`config.mk`:
```
export PLATFORM = sky130hd
export DESIGN_NAME = cmd_mailbox
export DESIGN_NICKNAME = d
export VERILOG_FILES = /design/src/rtl/mbx_pkg.sv /design/src/rtl/mbx_outbuf.sv /design/src/rtl/mbx_inbuf.sv /design/src/rtl/mbx_ctrl.sv /design/src/rtl/cmd_mailbox.sv
export SDC_FILE = /design/constraint.sdc
export NUM_CORES = 1
export LEC_CHECK = 0
export ABC_AREA = 1
export ABC_CLOCK_PERIOD_IN_PS = 1770
export BUFFER_PORTS_ARGS = -buffer_cell sky130_fd_sc_hd__buf_4
export CORE_ASPECT_RATIO = 0.7
export CORE_MARGIN = 2
export CORE_UTILIZATION = 40
export CTS_CLUSTER_DIAMETER = 150
export DETAILED_ROUTE_END_ITERATION = 8
export GPL_TIMING_DRIVEN = 0
export PLACE_DENSITY = 0.61
export SLEW_MARGIN = 25
export SYNTH_ARGS = -nofsm -noshare
export SYNTH_HDL_FRONTEND = slang
export SYNTH_SLANG_ARGS = --single-unit
```
`constraint.sdc`:
```
create_clock -name clk -period 1.77 [get_ports clk]
set_clock_uncertainty 0.15 [all_clocks]
set_input_delay 0.354 -clock clk [delete_from_list [all_inputs] [get_ports clk]]
set_output_delay 0.354 -clock clk [all_outputs]
set_load 0.01 [all_outputs]
```
`src/rtl/mbx_pkg.sv`:
```
`timescale 1ns/1ps
package mbx_pkg;
    localparam logic [7:0] ADR_CMD  = 8'h00;
    localparam logic [7:0] ADR_STAT = 8'h04;
    localparam logic [3:0] PAGE_OUT = 4'h8;
    localparam logic [3:0] PAGE_IN  = 4'h9;
    localparam int         IOC_BIT  = 8;
    localparam int         ACK_BIT  = 2;

    typedef struct packed {
        logic        busy;
        logic        err;
        logic        pend;
        logic        irq;
        logic [7:0]  code;
        logic [31:0] cmd;
    } ctrl_t;
endpackage

```
`src/rtl/mbx_outbuf.sv`:
```
`timescale 1ns/1ps
module mbx_outbuf #(
    parameter int BUF_BYTES = 16,
    localparam int IDX_W  = $clog2(BUF_BYTES),
    localparam int WIDX_W = $clog2(BUF_BYTES / 4)
) (
    input  logic              clk,
    input  logic              rst_n,
    input  logic              wr_en,
    input  logic [WIDX_W-1:0] wr_word_idx,
    input  logic [31:0]       wr_data,
    input  logic [IDX_W-1:0]  rd_idx,
    output logic [7:0]        rd_byte
);
    logic [7:0] mem_d [BUF_BYTES];
    logic [7:0] mem_q [BUF_BYTES];

    always_comb begin
        mem_d = mem_q;
        if (wr_en) begin
            for (int b = 0; b < 4; b++) begin
                mem_d[{wr_word_idx, 2'(b)}] = wr_data[8*b +: 8];
            end
        end
    end

    always_ff @(posedge clk) begin
        if (!rst_n) begin
            for (int i = 0; i < BUF_BYTES; i++) mem_q[i] <= '0;
        end else begin
            mem_q <= mem_d;
        end
    end

    assign rd_byte = mem_q[rd_idx];
endmodule

```
`src/rtl/mbx_inbuf.sv`:
```
`timescale 1ns/1ps
module mbx_inbuf #(
    parameter int BUF_BYTES = 16,
    localparam int IDX_W  = $clog2(BUF_BYTES),
    localparam int WIDX_W = $clog2(BUF_BYTES / 4)
) (
    input  logic              clk,
    input  logic              rst_n,
    input  logic              wr_en,
    input  logic [IDX_W-1:0]  wr_idx,
    input  logic [7:0]        wr_byte,
    input  logic [WIDX_W-1:0] rd_word_idx,
    output logic [31:0]       rd_word,
    input  logic [IDX_W-1:0]  rd_idx,
    output logic [7:0]        rd_byte
);
    logic [7:0] mem_d [BUF_BYTES];
    logic [7:0] mem_q [BUF_BYTES];

    always_comb begin
        mem_d = mem_q;
        if (wr_en) mem_d[wr_idx] = wr_byte;
    end

    always_ff @(posedge clk) begin
        if (!rst_n) begin
            for (int i = 0; i < BUF_BYTES; i++) mem_q[i] <= '0;
        end else begin
            mem_q <= mem_d;
        end
    end

    // little-endian word assembly
    for (genvar b = 0; b < 4; b++) begin : g_lane
        assign rd_word[8*b +: 8] = mem_q[{rd_word_idx, 2'(b)}];
    end

    assign rd_byte = mem_q[rd_idx];
endmodule

```
`src/rtl/mbx_ctrl.sv`:
```
`timescale 1ns/1ps
module mbx_ctrl
    import mbx_pkg::*;
(
    input  logic        clk,
    input  logic        rst_n,
    input  logic        cmd_wr,
    input  logic [31:0] cmd_data,
    input  logic        ack_wr,
    input  logic        done,
    input  logic        done_err,
    input  logic [7:0]  done_code,
    output logic        busy,
    output logic        err,
    output logic        pend,
    output logic        irq,
    output logic [7:0]  code,
    output logic [31:0] cmd
);
    ctrl_t st_d, st_q;

    always_comb begin
        st_d     = st_q;
        st_d.irq = 1'b0;
        if (ack_wr) st_d.pend = 1'b0;
        if (st_q.busy) begin
            if (done) begin
                st_d.busy = 1'b0;
                st_d.err  = done_err;
                st_d.code = done_code;
                if (st_q.cmd[IOC_BIT]) begin
                    st_d.pend = 1'b1;
                    st_d.irq  = 1'b1;
                end
            end
        end else if (cmd_wr) begin
            st_d.busy = 1'b1;
            st_d.cmd  = cmd_data;
            st_d.err  = 1'b0;
            st_d.code = '0;
        end
    end

    always_ff @(posedge clk) begin
        if (!rst_n) st_q <= '0;
        else        st_q <= st_d;
    end

    assign busy = st_q.busy;
    assign err  = st_q.err;
    assign pend = st_q.pend;
    assign irq  = st_q.irq;
    assign code = st_q.code;
    assign cmd  = st_q.cmd;
endmodule

```
`src/rtl/cmd_mailbox.sv`:
```
`timescale 1ns/1ps
module cmd_mailbox
    import mbx_pkg::*;
#(
    parameter int         BUF_BYTES = 16,
    parameter logic [7:0] INIT_ID   = 8'h5A,
    localparam int IDX_W  = $clog2(BUF_BYTES),
    localparam int WIDX_W = $clog2(BUF_BYTES / 4)
) (
    input  logic             clk,
    input  logic             rst_n,
    input  logic             host_wr,
    input  logic [7:0]       host_addr,
    input  logic [31:0]      host_wdata,
    input  logic             host_byte,
    output logic [31:0]      host_rdata,
    output logic             irq,
    output logic             rsp_req,
    output logic [31:0]      rsp_cmd,
    input  logic [IDX_W-1:0] rsp_ob_idx,
    output logic [7:0]       rsp_ob_data,
    input  logic             rsp_ib_we,
    input  logic [IDX_W-1:0] rsp_ib_idx,
    input  logic [7:0]       rsp_ib_data,
    input  logic             rsp_done,
    input  logic             rsp_err,
    input  logic [7:0]       rsp_err_code
);
    logic        sel_cmd, sel_stat, sel_out, sel_in;
    logic        busy, err, pend;
    logic [7:0]  code;
    logic [31:0] ib_word;
    logic [7:0]  ib_byte;
    logic [31:0] stat_word;

    assign sel_cmd  = (host_addr == ADR_CMD);
    assign sel_stat = (host_addr == ADR_STAT);
    assign sel_out  = (host_addr[7:4] == PAGE_OUT);
    assign sel_in   = (host_addr[7:4] == PAGE_IN);

    mbx_ctrl i_ctrl (
        .clk       (clk),
        .rst_n     (rst_n),
        .cmd_wr    (host_wr && sel_cmd),
        .cmd_data  (host_wdata),
        .ack_wr    (host_wr && sel_stat && host_wdata[ACK_BIT]),
        .done      (rsp_done),
        .done_err  (rsp_err),
        .done_code (rsp_err_code),
        .busy      (busy),
        .err       (err),
        .pend      (pend),
        .irq       (irq),
        .code      (code),
        .cmd       (rsp_cmd)
    );

    mbx_outbuf #(.BUF_BYTES(BUF_BYTES)) i_out (
        .clk         (clk),
        .rst_n       (rst_n),
        .wr_en       (host_wr && sel_out),
        .wr_word_idx (host_addr[IDX_W-1:2]),
        .wr_data     (host_wdata),
        .rd_idx      (rsp_ob_idx),
        .rd_byte     (rsp_ob_data)
    );

    mbx_inbuf #(.BUF_BYTES(BUF_BYTES)) i_in (
        .clk         (clk),
        .rst_n       (rst_n),
        .wr_en       (rsp_ib_we),
        .wr_idx      (rsp_ib_idx),
        .wr_byte     (rsp_ib_data),
        .rd_word_idx (host_addr[IDX_W-1:2]),
        .rd_word     (ib_word),
        .rd_idx      (host_addr[IDX_W-1:0]),
        .rd_byte     (ib_byte)
    );

    assign stat_word = {8'h00, code, INIT_ID, rsp_cmd[15:12], 1'b0, pend, err, busy};
    assign rsp_req   = busy;

    always_comb begin
        host_rdata = '0;
        if (sel_stat)    host_rdata = stat_word;
        else if (sel_in) host_rdata = host_byte ? {24'h0, ib_byte} : ib_word;
    end
endmodule

```
# Word level (Yosys, flattened, before mapping)
# Cells that the tools add are included.
[classes]
n_eq_ne = 4
n_mux = 44
bitwise_logic = 8
reduce_logical = 14
magnitude_cmp = 12
[op_table]
columns = ["cell", "n"]
rows = [
  ["$bwmux W128", 5],
  ["$bmux W8 S4", 6],
  ["$demux W8 S4", 5],
  ["$mux W8", 18],
  ["$mux W32", 3],
  ["$mux W40", 1],
  ["$ge A5 B5 Y1 const B", 7],
  ["$not A4 Y5", 7],
  ["$lt A5 B1 Y1 const B", 5],
  ["$mux W12", 1],
  ["$logic_and A1 B1 Y1", 9],
  ["$eq A4 B4 Y1 const B", 2],
  ["$eq A8 B3 Y1 const B", 1],
  ["$logic_not A8 Y1", 1],
  ["$mux W2", 4],
  ["$reduce_and A2 Y1", 2],
  ["$reduce_and A3 Y1", 1],
  ["$ne A2 B2 Y1 const B", 1],
  ["$reduce_bool A2 Y1", 1],
  ["$mux W1", 1],
  ["$not A1 Y1", 1],
]
[totals]
ff_bits = 300

# Logic depth before layout (Yosys ltp)
[logic_depth]
depth_word = 9
ltp_mapped = 12
ltp_nobuf = 10

# By module
# A second synthesis with hierarchy kept.
[hier_totals]
cells_unflattened = 2247
area_unflattened_um2 = 14816.7
[modules_own_cells]
columns = ["mod", "area_per_inst_um2", "n_inst", "cells_per_inst"]
rows = [
  ["mbx_inbuf", 6874.1, 1, 1085],
  ["mbx_outbuf", 5759.3, 1, 835],
  ["mbx_ctrl", 1526.5, 1, 191],
  ["cmd_mailbox", 656.9, 1, 136],
]

# Worst setup path before layout
# OpenSTA, ideal clock, no wires.
[synth_path]
kind = "input port to output port"
startpoint = "input port host_addr[0]"
endpoint = "output port host_rdata[3]"
arrival_ps = 1441
stages = 10
slack_ps = -175
path_cell_list = "buf_2 -> inv_2 -> buf_2 -> buf_2 -> nor2_1 -> o21ai_0 -> nand2_1 -> nand3_1 -> nor2_1 -> nor2_1"
[synth_between]
elab_chain_cells = 7
[synth_lines]
columns = ["item", "line_no", "rtl"]
rows = [
  ["start, declared", "cmd_mailbox.sv:13", "input logic [7:0] host_addr,"],
  ["$not A4 Y5 (implied by the code)", "mbx_inbuf.sv:38", "assign rd_byte = mem_q[rd_idx];"],
  ["$bmux W8 S4", "mbx_inbuf.sv:38", ""],
  ["$mux W8 (implied by the code) (2 in a row)", "mbx_inbuf.sv:38", ""],
  ["$mux W32 (2 in a row)", "cmd_mailbox.sv:86", "else if (sel_in) host_rdata = host_byte ? {24'h0, ib_byte} : ib_word;"],
  ["$mux W32 *", "cmd_mailbox.sv:85", "if (sel_stat) host_rdata = stat_word;"],
  ["end, declared", "cmd_mailbox.sv:16", "output logic [31:0] host_rdata,"],
]
# Mark *: on every way between the ends. The rest lies on a longest branch, timed or not. The select of a mux whose other input is x is not followed.

# Worst setup path after layout
[layout_path]
startpoint = "register i_in.mem_q[26] (netlist name)"
endpoint = "output port host_rdata[2]"
[layout_between]
elab_chain_cells = 6
[layout_lines]
columns = ["item", "line_no", "rtl"]
rows = [
  ["start, declared", "mbx_inbuf.sv:18", "logic [7:0] mem_q [BUF_BYTES];"],
  ["start signal, assigned", "mbx_inbuf.sv:29", "mem_q <= mem_d;"],
  ["$bmux W8 S4, on equally long branches", "mbx_inbuf.sv:35, mbx_inbuf.sv:38", ""],
  ["$mux W8, on equally long branches (2 in a row)", "mbx_inbuf.sv:35, mbx_inbuf.sv:38", ""],
  ["$mux W32 * (2 in a row)", "cmd_mailbox.sv:86", ""],
  ["$mux W32 *", "cmd_mailbox.sv:85", ""],
]
# Marked as above.

==> impl_results.md <==
- Result of the run: finished, violations left
- Violated checks: setup timing
- H-tree Lvls: 1
- Layout overhead on the synthesized area: 39.7%
- Number of fill cells: 3330
- Power density normalized to cell area: 818 nW/um^2
- Post-Synthesis Cells: 2031
- Crit start category: register
- Final WL: roughly 68000 um
- Number of cells on the worst hold path: 3
- Count of flip-flops with a built-in enable after synthesis: 0
- Post-layout minimum cycle time: 2.38 ns
- Worst path slowest cell: dfxtp_1
- Die Ht: ~160 um
- Reg power frac: 43.6%
- Part of the Yosys area used for sequential elements: 43.3%
- Layout net count: about 2.4k
- Switching Share: 28.2%
- Remaining antenna violation count: 0
- Worst stage delay on the critical path: about 0.36 ns
- Worst VDD drop: 0.843 mV
- Overall overflow remaining after global route: 0
- Port-buffer cells: 135
- Width of the die: approximately 230 um
- Slew Viols, Final: 0
- Net switching power of the design: ~0.0045 W
- Hold Path Sink: i_ctrl.cmd[18]
- Fraction of power consumed by the clock network: 43.0%
- Global-route wire length before repair: 95500 um
- TritonCTS Buffers: 31
- Net count after synthesis: ~2.1k
- Maximum clock frequency: 0.420 GHz
- Via density per instance: 5.70
- Routability congestion estimate from global placement: 1.05
- Combinational group share of total power: 13.4%
- Setup repair after global routing missed its margin: true
- Leakage component of the power: 7.80 nW
- TritonCTS clock tree: yes
- Top library cells by usage in the layout, fill and taps aside: o21ai_0 (303), nor2_1 (296), dfxtp_1 (233), nand2_1 (228), a21oi_1 (190)
- Startpoint of the tightest hold check path: host_wdata[18]
- Transition time at the pin with the least slew margin: about 1.0 ns
- Antenna diode count: 0
- Avg Synthesized Cell Area: 6.83 sq um
- Clock sink count: 300
- Die Area: 36200 sq um
- Area of the placeable core: 34400 sq um
- Critical path peak fanout: 3
- CTS Root Buffer Type: clkbuf_16
- Hold violation total from the final report: 0
- Start of the worst register-to-register path: i_ctrl.busy
- Final Worst Setup Slack: -0.611 ns
- Ys Warns: 0
- Total DRC errors in the routed layout: 0
- Crit-path cells: nand2_1, nand4_1, nor2_1, nor2_1, nand2_2, nand2_2, buf_6
- Clk Latency, worst-skew pair: 0.58 ns
- Post-DP HPWL: 49500 um
- Final setup violating endpoints: 40
- Main synth FF type: dfxtp_1
- HP Class: in2reg
- Internal power summed over all cells: approximately 0.011 W
- Pin count of the biggest net entering global routing: 17
- Share of flip-flops with an asynchronous set or reset: 0%
- Synth Cell Area: 13900 sq um
- Register-to-register setup slack: 0.13 ns
- Initial DRC count: 2156
- Tot GR Track Use: a little over a third
- CTS clk-pin slew, worst paths: 0.06 ns
- Critical path class: reg2out
- Minimum setup slack after placement: -1.05 ns
- Initial Utilization: about two fifths
- Iteration count of the initial detailed-routing pass: 6
- Kind of capture point of the worst setup path: output port
- Endpoint of the lowest-slack register-to-register path: i_ctrl.cmd[16]
- Most frequent standard cell in the layout excluding fill and tap cells: o21ai_0
- Placement Rows: 57
- Max_slew headroom: 31.2%
- Portion of the clock cycle consumed by the worst path in the final layout: 135%
- Unique cell type count in the Yosys netlist: 30
- Share of cells above drive strength 1: 30.9%
- Post-layout total power: 0.0159 W
- Max-cap viol count: 0
- Count of pins on the block boundary: 145
- Routed vias: 15.9k
- Endpoint arrival time on the critical path: 1.88 ns
- #FFs+latches synth: 300
- Number of cells traversed by the worst register-to-register path: 6
- Critical path data required time: 1.27 ns
- Vias in the first global route: 14.4k
- Buffers from clock root to sink, at most: 3
- Worst Hold Slack: ~0.012 ns
- Average wire length per cell after detail routing: approximately 24 um
- Antenna violations before repair: 0
-- worst max-delay path, delay by kind of cell, from the launching register on --
kind,cells,cell delay (ns)
and+or+nand+nor,6,0.82
buffers and inverters,1,0.11
DFF,1,0.36
-- cells by family (layout without fill, tap and decap cells) --
| logic type | count (synthesis) | count (layout) | share of synthesized area, % |
|---|---|---|---|
| AOI/OAI and AO/OA | 674 | 674 | 25.8 |
| buffers and inverters | 327 | 613 | 9.44 |
| DFF | 300 | 300 | 43.3 |
| and+or+nand+nor | 730 | 730 | 21.4 |
-- state kept, by name, indices dropped and copies added, names as in the netlist --
name / count
i_in.mem_q: 128
i_out.mem_q: 128
i_ctrl.cmd: 32
i_ctrl.code: 8
i_ctrl.busy: 1
i_ctrl.err: 1
i_ctrl.irq: 1
i_ctrl.pend: 1
-- layout make-up --
cell class	instances	area [sq um]	share of cell area [%]
sequential	300	6090	31.5
clock buffer	45	908	4.69
clock inverter	11	114	0.588
inverter	182	723	3.73
timing repair buffer	231	2160	11.2
tap	472	591	3.05
multi-input combinational	1404	7850	40.5
buffer	144	933	4.82
-- power by group through the flow --
stage / Clock (W) / Sequential [W] / Combinational, W
after global routing: 0.00710 / 0.00691 / 0.00220
after floorplan: 0 / 0.00702 / 0.000807
after global placement: 0 / 0.00704 / 0.00153
after detailed placement: 0 / 0.00704 / 0.00154
final: 0.00683 / 0.00691 / 0.00213
after CTS: 0.00679 / 0.00690 / 0.00184
-- Yosys cell counts (2+ instances only) --
cell type / number / area share, %
o21ai_0: 348 / 13
nor2_1: 318 / 8.6
dfxtp_1: 300 / 43
nand2_1: 279 / 7.6
a21oi_1: 236 / 8.5
inv_1: 172 / 4.7
nand3_1: 118 / 4.3
clkbuf_1: 91 / 2.5
o211ai_1: 34 / 1.8
buf_2: 32 / 1.2
a22oi_1: 26 / 1.4
buf_1: 14 / 0.38
a31oi_1: 12 / 0.54
a21o_1: 7 / 0.38
inv_2: 7 / 0.19
buf_4: 5 / 0.27
nand4_1: 5 / 0.23
o22ai_1: 4 / 0.18
o2bb2ai_1: 4 / 0.25
buf_6: 3 / 0.24
clkinv_1: 3 / 0.081
nor3_1: 3 / 0.11
nor2_8: 2 / 0.29
o21ai_1: 2 / 0.072
-- routing by layer --
metal	wire length, um	track usage [%]
met2	25100	45.0
met5	77	0
met3	10600	14.3
met4	1670	9.06
met1	30900	56.7
-- stage by stage --
step           setup TNS [ns]  instances  area, sq um  utilization, %
3_3_place_gp          -125.41       2638        15600            45.4
6_report               -14.34       2789        19400            56.3
4_1_cts                -14.85       2768        18400            53.4
3_5_place_dp          -131.48       2638        15600            45.4
2_1_floorplan               0       2031        14000               -
5_1_grt                -15.57       2789        19400            56.3
-- timing repair --
action / CTS / global route
setup buffers: 33 / 30
cloned: 3 / 4
hold endpoints to repair: 140 / 0
resized for setup: 365 / 249
pin swaps: 103 / 103
setup endpoints to repair: 80 / 118
hold buffers: 39 / 0
-- worst max-delay path by stage --
stage / startpoint / to / slack, ns / depth (start not counted)
finish: i_in.mem_q[26] / host_rdata[2] / -0.61 / 7
global route: i_in.mem_q[117] / host_rdata[5] / -0.62 / 11
global placement: host_addr[1] / host_rdata[5] / -1.04 / 10
floorplan: rsp_ob_idx[0] / rsp_ob_data[5] / 0.003 / 6
CTS: i_in.mem_q[89] / host_rdata[1] / -0.56 / 9
detailed placement: host_addr[1] / host_rdata[5] / -1.05 / 11
(Power assumes the default switching activity.)
